==> config.mk <==
export PLATFORM = sky130hd
export DESIGN_NAME = ext_edge_irq
export DESIGN_NICKNAME = d
export VERILOG_FILES = /design/src/rtl/ext_edge_irq.sv
export SDC_FILE = /design/constraint.sdc
export NUM_CORES = 1
export LEC_CHECK = 0
export BUFFER_PORTS_ARGS = -buffer_cell sky130_fd_sc_hd__buf_2
export CELL_PAD_IN_SITES_DETAIL_PLACEMENT = 1
export CELL_PAD_IN_SITES_GLOBAL_PLACEMENT = 2
export CORE_ASPECT_RATIO = 0.9
export CORE_MARGIN = 3
export CORE_UTILIZATION = 35
export CTS_CLUSTER_DIAMETER = 120
export DETAILED_ROUTE_END_ITERATION = 16
export PLACE_DENSITY_LB_ADDON = 0.1
export SLEW_MARGIN = 20
export SYNTH_ARGS = -nofsm -noshare
export SYNTH_HDL_FRONTEND = slang
export SYNTH_SLANG_ARGS = --single-unit
==> constraint.sdc <==
create_clock -name clk -period 1.3 [get_ports clk]
set_input_delay 0.13 -clock clk [delete_from_list [all_inputs] [get_ports clk]]
set_output_delay 0.13 -clock clk [all_outputs]
set_load 0.005 [all_outputs]
==> src/rtl/ext_edge_irq.sv <==
module ext_edge_irq #(
  parameter int NCH = 6,
  parameter int PW  = 3,
  parameter int AW  = 3
) (
  input  logic           clk,
  input  logic           rst_n,
  input  logic           reg_we,
  input  logic [AW-1:0]  reg_addr,
  input  logic [7:0]     reg_wdata,
  output logic [7:0]     reg_rdata,
  input  logic [NCH-1:0] pin_in,
  input  logic [NCH-1:0] irq_ack,
  output logic [NCH-1:0] irq_req
);
  localparam int MW = NCH + 2;
  localparam int FB = PW;
  localparam int PB = PW + 1;

  logic [NCH-1:0] s1, s2, s3;
  logic [MW-1:0]  mode;
  logic [NCH-1:0] flag, pol, hit, clr, route;
  logic [PW-1:0]  prio [NCH];

  always_ff @(posedge clk or negedge rst_n)
    if (!rst_n) {s1, s2, s3} <= '1;
    else begin
      s1 <= pin_in;
      s2 <= s1;
      s3 <= s2;
    end

  always_ff @(posedge clk or negedge rst_n)
    if (!rst_n) mode <= '0;
    else if (reg_we && reg_addr == '0) mode <= reg_wdata[MW-1:0];

  assign route = {mode[NCH+1], mode[NCH], {(NCH-2){1'b1}}};

  for (genvar i = 0; i < NCH; i++) begin : g_ch
    wire rise = s2[i] & ~s3[i];
    wire fall = ~s2[i] & s3[i];
    wire wsel = reg_we && reg_addr == AW'(i + 1);

    assign hit[i] = route[i] & (mode[i] ? (rise | fall) : (pol[i] ? rise : fall));
    assign clr[i] = irq_ack[i] | (wsel & ~reg_wdata[FB]);
    assign irq_req[i] = flag[i] & (prio[i] != '0);

    always_ff @(posedge clk or negedge rst_n)
      if (!rst_n) begin
        flag[i] <= 1'b0;
        pol[i]  <= 1'b0;
        prio[i] <= '0;
      end else begin
        if (hit[i]) flag[i] <= 1'b1;
        else if (clr[i]) flag[i] <= 1'b0;
        if (wsel) begin
          pol[i]  <= reg_wdata[PB];
          prio[i] <= reg_wdata[PW-1:0];
        end
      end
  end

  always_comb begin
    reg_rdata = '0;
    if (reg_addr == '0) reg_rdata = 8'(mode);
    for (int i = 0; i < NCH; i++)
      if (reg_addr == AW'(i + 1)) reg_rdata = 8'({pol[i], flag[i], prio[i]});
  end
endmodule

==> results of run 1 <==
[flip-flops by register name (all words and copies together), names as in the netlist]
name / flops
s1: 6
flag: 6
prio: 18
pol: 6
mode: 8
s3: 6
s2: 6
[power by group]
part | switching, mW | internal (mW)
Sequential | 0.259 | 2.07
Clock | 0.571 | 0.571
Combinational | 0.524 | 0.811
Total | 1.35 | 3.45
[final cells by class]
| cell class | instances | share of cell area |
|---|---|---|
| Clock inverter | 3 | 0.0116 |
| Inverter | 12 | 0.0123 |
| Multi-Input combinational cell | 133 | 0.362 |
| Timing Repair Buffer | 90 | 0.174 |
| Clock buffer | 5 | 0.0188 |
| Sequential cell | 56 | 0.389 |
| Tap cell | 93 | 0.0318 |
[timing repair]
item	in CTS	in global routing
resized for setup	39	10
hold endpoints to repair	44	0
hold buffers	7	0
pin swaps	19	11
endpoints found under the setup margin	18	19
buffers inserted	15	6
[cell families (layout without fill, tap and decap cells)]
family | Yosys count | in the layout | share of synthesized area
multiplexers | 53 | 53 | 0.215
buffers and inverters | 17 | 110 | 0.0320
adder cells (fa/ha/maj) | 12 | 12 | 0.0557
AND/OR/NAND/NOR | 38 | 38 | 0.0920
AO/OA/AOI/OAI | 30 | 30 | 0.0771
flip-flops | 56 | 56 | 0.529
[routing by layer]
| metal | vias up | track usage |
|---|---|---|
| met2 | 30 | 0.263 |
| li1 | 914 | - |
| met5 | - | 0 |
| met4 | 0 | 0.0409 |
| met1 | 987 | 0.235 |
| met3 | 7 | 0.0312 |
[path summary, 6_finish.rpt]
| path | cells after the start | slack [ns] | end | startpoint |
|---|---|---|---|---|
| worst max-delay path | 4 | -0.19 | reg_rdata[3] | flag[4] |
| max in group asynchronous | 3 | 0.65 | s3[0] | rst_n |
| worst min-delay path | 2 | 0.05 | mode[5] | reg_wdata[5] |
| worst max register to register | 5 | -0.07 | flag[5] | s2[5] |
| min in group asynchronous | 3 | 0.35 | mode[5] | rst_n |
| worst min register to register | 0 | 0.36 | s2[1] | s1[1] |
[cells in the final DEF (no fill, tap or decap), drive strengths merged, types with 5 or more instances in the layout]
master,Yosys,final
buf,5,82
dfrtp,38,38
mux2,38,38
dfstp,18,18
mux2i,15,15
nand2,12,12
inv,12,12
ha,12,12
o21ai,10,10
nor2b,8,8
dlygate4sd3,0,7
o31a,6,6
clkbuf,0,6
a22o,5,5
==> impl_summary.txt, run 1 <==
----------------------------------------------------
[Finish]
  NumNets Final ... 336
  Utilization after layout ... 0.505
  Area of the multi-input gates ... 1330 um2
  Post-route design area ... 3660 um2
  Fill cell instance count of the final layout ... 795
  Antenna cell count ... 0
  Final std cells w/o fill ... 392
  Growth of design area from synthesis to finish ... 35.9%
  Fraction of final layout cells with drive strength greater than 1 ... 0.612
  Reg area ... 1420 um2

[Global routing]
  Largest net degree at the start of global routing ... 57
  Number of antenna violations at the first check in global routing ... 0
  Total global routing track utilization ... 0.165
  Vias in the first global route ... 2053
  Leftover overflow at the end of global routing ... 0
  First-pass GRT wire length ... 11100 um

[Timing]
  Sum of negative setup slack ... -1.14 ns
  Worst max-slew margin expressed relative to the limit ... 0.741
  Unrepaired setup endpoints after global routing ... true
  Final worst setup slack ... -0.187 ns
  Actual slew at the worst max-slew pin ... 0.384 ns
  Final worst clock skew ... 0.00390 ns
  Finish-stage setup viols ... 11
  Final Critical Period ... 1.49 ns
  Final period util ... 1.14
  Final hold violation count ... 0
  Pins over their slew limit ... 0
  Worst hold slack ... 0.0456 ns
  Peak clock frequency supported by timing ... 0.673 GHz

[Route]
  Number of remaining DRC errors ... 0
  Post-route antenna net violation count ... 0
  Met3 wire length ... 227 um
  Vias post-DR ... 1938
  First drt pass iteration count ... 4
  Via-to-Cell Ratio ... 4.94
  Detailed route wirelength on metal2 ... 3060 um
  Top Metal Used ... met4
  Detailed-route wire length on metal 1 ... 3430 um
  Final wirelength ... 6780 um
  Initial DRC count ... 52
  Post-detailed-route wirelength per cell ... 17.3 um

[Power and ir drop]
  Overall Power ... 4.80 mW
  Pwr/cell area ... 1310 nW/um2
  Worst IR drop on VDD ... 579 uV
  Reported leakage power ... 1.68 nW

[Floorplan]
  # rows ... 29
  Starting Density ... 0.371
  Area of the core ... 7260 um2
  Die Footprint ... 8790 um2
  Die height ... 89.2 um
  Die width ... 98.5 um
  Top Ports ... 40

[Outcome]
  Violated checks ... setup timing
  Run status ... complete, but fails checks

[Worst setup path]
  Nature of the critical path startpoint ... flip-flop
  Largest delay share family, worst path ... flip-flops
  Maximum single-stage delay on the critical path ... 0.45 ns
  Max stage delay cell, worst path ... sky130_fd_sc_hd__dfrtp_1
  Crit Path Category ... flip-flop to output port
  Kind of capture point of the worst setup path ... output port
  Ordered list of cells on the worst path ... mux2i_2 > a2bb2oi_2 > a21oi_2 > buf_2
  CP Buf/Inv Count ... 1
  Biggest fanout along the worst timing path ... 3
  Critical path required time ... 1.17 ns
  CP arrival ... 1.36 ns

[Clock tree]
  Clock latency at the later pin of the worst-skew pair ... 0.31 ns
  Num Clock Sinks ... 56
  Total clock buffers created by CTS ... 5
  Clock-pin transition on the worst setup and hold timing paths ... 0.10 ns
  Clock tree from TritonCTS ... yes
  Root Driver ... sky130_fd_sc_hd__clkbuf_8
  Maximum level of the CTS H-tree ... 2
  Maximum buffer depth of the clock tree ... 2

[Yosys]
  Cell types occupying the most area after synthesis ... sky130_fd_sc_hd__dfrtp_1, sky130_fd_sc_hd__dfstp_2, sky130_fd_sc_hd__mux2_2
  Average size of a mapped cell ... 13.1 um2
  Proportion of netlist area held by the largest area contributor ... 0.353
  Async set-reset flop share out of synthesis ... 1.00
  Number of warnings printed during yosys synthesis ... 0
  Cell type contributing the most total cell area after synthesis ... sky130_fd_sc_hd__dfrtp_1
  Synthesized cell area ... 2690 um2
  Yosys cell types ... 26
  Synthesized netlist cell count ... 206
  Synthesized net count ... 244
  Seq/Total Area, Yosys ... 0.529
  Main synth FF type ... sky130_fd_sc_hd__dfrtp_1
  Most common library cells after synthesis ... sky130_fd_sc_hd__dfrtp_1, sky130_fd_sc_hd__mux2_2, sky130_fd_sc_hd__dfstp_2
  Post-synthesis sequential element count ... 56
  Number of enable-type register cells in the synthesized netlist ... 0

[Placed design]
  Placed Instance Area ... 3180 um2
  Final Wtd Congestion ... 0.815
  Post-DP HPWL ... 4790 um
  # placed instances ... 357
  Setup slack at placement ... -0.169 ns
  PortBufs ... 39

[Min path]
  Class of the worst hold path ... input pin to flip-flop

[Flow run]
  Maxcap violations ... 0

----------------------------------------------------
Note: power is estimated with default switching activity, not from simulation.
==> inputs of run 2 (changes only) <==
--- a/config.mk
+++ b/config.mk
@@ -13,7 +13,8 @@
 export CORE_UTILIZATION = 35
 export CTS_CLUSTER_DIAMETER = 120
 export DETAILED_ROUTE_END_ITERATION = 16
-export PLACE_DENSITY_LB_ADDON = 0.1
+export GPL_TIMING_DRIVEN = 0
+export PLACE_DENSITY = 0.72
 export SLEW_MARGIN = 20
 export SYNTH_ARGS = -nofsm -noshare
 export SYNTH_HDL_FRONTEND = slang
==> run 2 against run 1 <==
Net effect:
- the run still ends with setup timing left
- die area unchanged
- maximum frequency up 0.39%
- non-clock buffer count down 8
- first-iteration DRC count down 1.9%
- clock-buffer cell count up 3
- critical path depth unchanged
- critical path type unchanged
==> impl_summary.txt, run 2 (synthesized netlist as in run 1, its figures left out) <==
----------------------------------------------------
[Finish]
  Leading cell types in the layout, fill and taps excluded ... sky130_fd_sc_hd__dfrtp_1, sky130_fd_sc_hd__buf_2, sky130_fd_sc_hd__buf_4, sky130_fd_sc_hd__mux2_2, sky130_fd_sc_hd__dfstp_2
  Top reg by flops ... prio
  Growth of design area from synthesis to finish ... 33.6%
  Fraction of final layout cells with drive strength greater than 1 ... 0.598 (-0.0141)
  Leading cell type in the layout, fill and taps excluded ... sky130_fd_sc_hd__dfrtp_1
  NumNets Final ... 328 (-2.4%)
  Antenna cell count ... 0 (unchanged)
  Post-route design area ... 3600 um2 (-1.7%)
  Utilization after layout ... 0.496 (-0.00862)
  Final std cells w/o fill ... 384 (-2.0%)
  Largest registers ... prio: 18 flops, mode: 8 flops
  Flip-flop count of the largest register after layout ... 18 (unchanged)

[Min path]
  Instance count along the most critical hold path ... 2 (unchanged)
  Startpoint of the most critical hold path ... reg_wdata[6]
  Hold Crit Endpoint ... mode[6]
  Class of the worst hold path ... input pin to flip-flop

[Route]
  Vias post-DR ... 1891 (-2.4%)
  Initial DRC count ... 51 (-1.9%)
  Post-detailed-route wirelength per cell ... 17.8 um (+2.8%)
  Number of remaining DRC errors ... 0 (unchanged)
  First drt pass iteration count ... 4 (unchanged)
  Final wirelength ... 6820 um (+0.68%)
  Via-to-Cell Ratio ... 4.92 (-0.39%)
  Post-route antenna net violation count ... 0 (unchanged)

[Floorplan]
  Top Ports ... 40 (unchanged)
  Area of the core ... 7260 um2 (unchanged)
  # rows ... 29 (unchanged)
  Die Footprint ... 8790 um2 (unchanged)
  Die height ... 89.2 um (unchanged)
  Die width ... 98.5 um (unchanged)
  Starting Density ... 0.371 (unchanged)

[Power and ir drop]
  Pwr/cell area ... 1280 nW/um2 (-2.4%)
  Worst IR drop on VDD ... 567 uV (-2.2%)
  Reported leakage power ... 1.63 nW (-2.8%)

[Global routing]
  First-pass GRT wire length ... 11000 um (-0.56%)
  Vias in the first global route ... 2031 (-1.1%)
  Largest net degree at the start of global routing ... 57 (unchanged)
  Total global routing track utilization ... 0.163 (-0.00267)
  Number of antenna violations at the first check in global routing ... 0 (unchanged)
  Leftover overflow at the end of global routing ... 0 (unchanged)

[Timing]
  Final hold violation count ... 0 (unchanged)
  Worst hold slack ... 0.0586 ns (+0.0131 ns)
  Pins over their slew limit ... 0 (unchanged)
  Unrepaired setup endpoints after global routing ... true
  Final period util ... 1.14 (-0.00443)
  Final worst clock skew ... 0.00172 ns (-0.00218 ns)
  Actual slew at the worst max-slew pin ... 0.710 ns (+0.326 ns)
  Finish-stage setup viols ... 14 (+3)
  Final worst setup slack ... -0.181 ns (+0.00576 ns)
  Peak clock frequency supported by timing ... 0.675 GHz (+0.39%)
  Final Critical Period ... 1.48 ns (-0.00576 ns)
  Worst max-slew margin expressed relative to the limit ... 0.526 (-0.215)

[Placed design]
  # placed instances ... 337 (-5.6%)
  Post-DP HPWL ... 4460 um (-6.8%)
  PortBufs ... 38 (-2.6%)
  Final Wtd Congestion ... 0.773 (-5.1%)
  Placed Instance Area ... 3020 um2 (-5.2%)

[Worst setup path]
  Crit Path Category ... flip-flop to output port
  CP arrival ... 1.35 ns (about the same)
  Kind of capture point of the worst setup path ... output port
  Worst r2r src ... s2[5]
  Biggest fanout along the worst timing path ... 3 (unchanged)
  Slack of the worst reg-to-reg path ... -0.03 ns (+0.04 ns)
  Critical register-to-register path endpoint ... flag[5]
  Critical path required time ... 1.17 ns (about the same)
  Number of cells traversed by the worst register-to-register path ... 5 (unchanged)
  Nature of the critical path startpoint ... flip-flop

[Outcome]
  Run status ... complete, but fails checks
  Violated checks ... setup timing

[Clock tree]
  Maximum level of the CTS H-tree ... 2 (unchanged)
  Clock latency at the later pin of the worst-skew pair ... 0.30 ns (about the same)
  Clock tree from TritonCTS ... yes
  Maximum buffer depth of the clock tree ... 2 (unchanged)
  Total clock buffers created by CTS ... 5 (unchanged)
  Clock-pin transition on the worst setup and hold timing paths ... 0.09 ns (about the same)
  Num Clock Sinks ... 56 (unchanged)
  Root Driver ... sky130_fd_sc_hd__clkbuf_8

[Flow run]
  Maxcap violations ... 0 (unchanged)

----------------------------------------------------
run 2: cell count changes in the layout (fill, tap and decap cells not counted), moves of 2 or more:
| cell | before | now |
|---|---|---|
| sky130_fd_sc_hd__buf_12 | 2 | 0 |
| sky130_fd_sc_hd__buf_4 | 38 | 33 |
| sky130_fd_sc_hd__clkbuf_1 | 0 | 2 |
| sky130_fd_sc_hd__ha_2 | 8 | 4 |
| sky130_fd_sc_hd__ha_4 | 4 | 8 |
| sky130_fd_sc_hd__inv_1 | 4 | 1 |
| sky130_fd_sc_hd__inv_2 | 8 | 11 |
| sky130_fd_sc_hd__mux2i_1 | 13 | 15 |
| sky130_fd_sc_hd__mux2i_2 | 2 | 0 |
run 2: where the power goes:
group | total (mW) | switching (mW) | internal, mW | leakage [nW]
Clock | 0.963 | 0.527 | 0.436 | 0.0455
Combinational | 1.33 | 0.532 | 0.798 | 0.942
Sequential | 2.32 | 0.249 | 2.07 | 0.643
run 2: critical path: stages, from the launching register on:
cell and delay (ns):
sky130_fd_sc_hd__dfrtp_1 0.41, sky130_fd_sc_hd__mux2i_1 0.20, sky130_fd_sc_hd__a2bb2oi_1 0.23, sky130_fd_sc_hd__a21oi_2 0.08
sky130_fd_sc_hd__buf_2 0.13
run 2: per-layer routing:
metal | wire length, um | part of all wire | track usage
met1 | 3280 | 0.48 | 0.227
met2 | 3230 | 0.47 | 0.266
met3 | 267 | 0.039 | 0.0320
met4 | 51 | 0.0075 | 0.0335
met5 | 0 | 0 | 0
run 2: layout make-up:
type	count	area, um2
multi-input cells	133	1370
flip-flops and latches	56	1420
repair buffers	77	518
plain buffers	5	41.3
clock buffers	8	90.1
inverters	12	45.0
well taps	93	116
fillers	780	3660
run 2: through the flow:
step	TNS, ns	setup slack [ns]	power [mW]
floorplan	0	0.00599	2.88
global placement	-2.36	-0.199	3.25
detailed placement	-2.18	-0.159	3.29
CTS	-1.24	-0.168	4.57
global route	-2.07	-0.257	4.94
finish	-1.07	-0.181	4.61
run 2: timing repair:
action                     4_1_cts  5_1_grt
pin swaps                       18        7
setup endpoints to repair       12       17
resized for setup               40       13
setup buffers                   27        5
hold endpoints to repair        44        0
hold buffers                     7        0
gates cloned                     0        0
run 2: worst max path at each step:
stage,startpoint,end,cells after the start
finish,pol[4],reg_rdata[4],4
global route,pol[3],reg_rdata[4],4
CTS,prio[15],reg_rdata[0],4
detailed placement,reg_addr[1],mode[4],3
global placement,reg_addr[1],mode[7],3
floorplan,s2[4],flag[4],5
==> inputs of run 3 (changes only) <==
--- a/config.mk
+++ b/config.mk
@@ -5,14 +5,15 @@
 export SDC_FILE = /design/constraint.sdc
 export NUM_CORES = 1
 export LEC_CHECK = 0
-export BUFFER_PORTS_ARGS = -buffer_cell sky130_fd_sc_hd__buf_2
+export ABC_CLOCK_PERIOD_IN_PS = 1300
 export CELL_PAD_IN_SITES_DETAIL_PLACEMENT = 1
 export CELL_PAD_IN_SITES_GLOBAL_PLACEMENT = 2
 export CORE_ASPECT_RATIO = 0.9
 export CORE_MARGIN = 3
-export CORE_UTILIZATION = 35
+export CORE_UTILIZATION = 39
 export CTS_CLUSTER_DIAMETER = 120
 export DETAILED_ROUTE_END_ITERATION = 16
+export DONT_BUFFER_PORTS = 1
 export GPL_TIMING_DRIVEN = 0
 export PLACE_DENSITY = 0.72
 export SLEW_MARGIN = 20
==> run 3 against run 2 <==
Net effect:
- the run ends with hold timing, setup timing left
- core utilization grew 3.9 points
- sequential share of layout area grew 0.60 points
- hold slack lost 0.55 ns
- largest power group unchanged
- wire length grew 2.4%
- clock power is 1% higher
- highest routed layer unchanged
- power decreased by 0.91%
- cell count fell by 7.8%
- critical path depth fell by 1
- die area shrank 9.6%
- combinational power is 5% lower
==> impl_summary.txt, run 3 (synthesized netlist as in run 1, its figures left out) <==
----------------------------------------------------
[Finish]
  Flip-flop count of the largest register after layout ... 18 (unchanged)
  Antenna cell count ... 0 (unchanged)
  Top reg by flops ... prio
  NumNets Final ... 301 (-8.2%)
  Utilization after layout ... 0.536 (+0.0395)
  Growth of design area from synthesis to finish ... 31.6%
  Fraction of final layout cells with drive strength greater than 1 ... 0.523 (-0.0752)
  Largest registers ... prio: 18 flops, mode: 8 flops
  Leading cell types in the layout, fill and taps excluded ... sky130_fd_sc_hd__dfrtp_1, sky130_fd_sc_hd__mux2_2, sky130_fd_sc_hd__buf_4, sky130_fd_sc_hd__dlygate4sd3_1, sky130_fd_sc_hd__dfstp_2
  Leading cell type in the layout, fill and taps excluded ... sky130_fd_sc_hd__dfrtp_1

[Timing]
  Pins over their slew limit ... 0 (unchanged)
  Peak clock frequency supported by timing ... 0.735 GHz (+8.8%)
  Final worst clock skew ... 0.00884 ns (+0.00712 ns)
  Finish-stage setup viols ... 8 (-6)
  Final Critical Period ... 1.36 ns (-0.120 ns)
  Final worst setup slack ... -0.0610 ns (+0.120 ns)
  Unrepaired setup endpoints after global routing ... true
  Worst max-slew margin expressed relative to the limit ... 0.522 (-0.00393)
  Worst hold slack ... -0.494 ns (-0.552 ns)
  Final period util ... 1.05 (-0.0925)
  Actual slew at the worst max-slew pin ... 0.713 ns (+0.00287 ns)
  Final hold violation count ... 56 (+56)

[Power and ir drop]
  Reported leakage power ... 1.52 nW (-6.7%)
  Reg power frac ... 0.509 (+0.006)
  Share of total power in the clock network ... 0.214 (+0.005)
  Net switching fraction of the power ... 0.287 (+0.00288)
  Comb power frac ... 0.277 (-0.011)
  Worst IR drop on VDD ... 445 uV (-22%)
  Internal power contribution ... 3.26 mW (-1.3%)
  Net load switching power ... 1.31 mW (about the same)
  Pwr/cell area ... 1290 nW/um2 (+0.59%)

[Worst setup path]
  Biggest fanout along the worst timing path ... 3 (unchanged)
  Maximum single-stage delay on the critical path ... 0.39 ns (-0.02 ns)
  Critical path required time ... 1.17 ns (about the same)
  Max stage delay cell, worst path ... sky130_fd_sc_hd__dfrtp_1
  Largest delay share family, worst path ... flip-flops
  Nature of the critical path startpoint ... flip-flop
  Crit Path Category ... flip-flop to output port
  CP arrival ... 1.23 ns (-0.12 ns)
  Kind of capture point of the worst setup path ... output port
  CP Buf/Inv Count ... 0 (-1)
  Ordered list of cells on the worst path ... mux2i_1 > or2_4 > a31oi_4

[Route]
  Number of remaining DRC errors ... 0 (unchanged)
  Final wirelength ... 6990 um (+2.4%)
  Vias post-DR ... 1863 (-1.5%)
  Post-route antenna net violation count ... 0 (unchanged)
  First drt pass iteration count ... 4 (unchanged)
  Via-to-Cell Ratio ... 5.26 (+6.9%)
  Post-detailed-route wirelength per cell ... 19.7 um (+11%)
  Initial DRC count ... 69 (+35%)

[Global routing]
  First-pass GRT wire length ... 11000 um (-0.44%)
  Leftover overflow at the end of global routing ... 0 (unchanged)
  Vias in the first global route ... 2021 (-0.49%)
  Largest net degree at the start of global routing ... 57 (unchanged)
  Number of antenna violations at the first check in global routing ... 0 (unchanged)
  Total global routing track utilization ... 0.183 (+0.0207)

[Clock tree]
  Num Clock Sinks ... 56 (unchanged)
  Clock tree from TritonCTS ... yes
  Total clock buffers created by CTS ... 5 (unchanged)
  Maximum buffer depth of the clock tree ... 2 (unchanged)
  Clock-pin transition on the worst setup and hold timing paths ... 0.10 ns (about the same)
  Maximum level of the CTS H-tree ... 2 (unchanged)
  Clock latency at the later pin of the worst-skew pair ... 0.31 ns (about the same)
  Root Driver ... sky130_fd_sc_hd__clkbuf_8

[Placed design]
  PortBufs ... 0 (-100%)
  Final Wtd Congestion ... 0.805 (+4.1%)
  Post-DP HPWL ... 4500 um (+0.97%)

[Floorplan]
  Starting Density ... 0.407 (+0.0356)
  # rows ... 28 (-3.4%)
  Die width ... 93.6 um (-4.9%)
  Area of the core ... 6620 um2 (-8.8%)
  Die Footprint ... 7940 um2 (-9.6%)
  Top Ports ... 40 (unchanged)
  Die height ... 84.8 um (-4.9%)

[Outcome]
  Run status ... complete, but fails checks
  Violated checks ... hold timing, setup timing

[Flow run]
  Maxcap violations ... 0 (unchanged)

[Min path]
  Class of the worst hold path ... input pin to asynchronous set/reset pin

----------------------------------------------------
## run 3: power groups by stage
stage | Clock [mW] | Combinational (mW) | Sequential (mW)
2_1_floorplan | 0 | 0.607 | 2.27
3_3_place_gp | 0 | 0.698 | 2.37
3_5_place_dp | 0 | 0.734 | 2.39
4_1_cts | 1.02 | 1.19 | 2.32
5_1_grt | 1.11 | 1.38 | 2.36
6_report | 0.976 | 1.27 | 2.32
## run 3: timing repair
item,in CTS,in global routing
pin swaps,19,11
endpoints found under the hold margin,100,57
hold buffers,19,1
gates resized for setup,49,9
setup buffers,27,3
setup endpoints to repair,11,13
## run 3: path summary, 6_finish.rpt
kind	from	end	slack [ns]	depth (start not counted)
worst max-delay path	prio[7]	reg_rdata[1]	-0.06	3
worst min register to register	s1[3]	s2[3]	0.35	0
worst min-delay path	rst_n	prio[16]	-0.49	0
max in group asynchronous	rst_n	s1[3]	1.60	0
worst max register to register	s2[5]	flag[5]	-0.05	5
min in group clk	reg_addr[2]	mode[3]	0.14	2
## run 3: final cells by class
class | instances | area (um2)
Buffer | 5 | 41.3
Clock buffer | 8 | 90.1
Fill cell | 668 | 3080
Multi-Input combinational cell | 133 | 1400
Timing Repair Buffer | 50 | 437
Tap cell | 90 | 113
Sequential cell | 56 | 1420
Inverter | 12 | 45.0
## run 3: metrics by stage
| stage | instances | total power [mW] | cell area (um2) | setup WS (ns) | setup TNS [ns] |
|---|---|---|---|---|---|
| 5_1_grt | 354 | 4.84 | 3550 | -0.147 | -0.958 |
| 2_1_floorplan | 206 | 2.88 | 2710 | 0.00599 | 0 |
| 6_report | 354 | 4.57 | 3550 | -0.0610 | -0.304 |
| 4_1_cts | 350 | 4.53 | 3480 | -0.0683 | -0.329 |
| 3_3_place_gp | 296 | 3.06 | 2820 | -0.146 | -1.34 |
| 3_5_place_dp | 296 | 3.12 | 2820 | -0.150 | -1.62 |
## run 3: layer usage
layer	track usage	routed length [um]	part of all wire	vias up
li1	-	-	-	852
met1	0.237	3080	0.44	964
met2	0.314	3510	0.50	38
met3	0.0452	328	0.047	9
met4	0.0394	74	0.011	0
met5	0	0	0	-
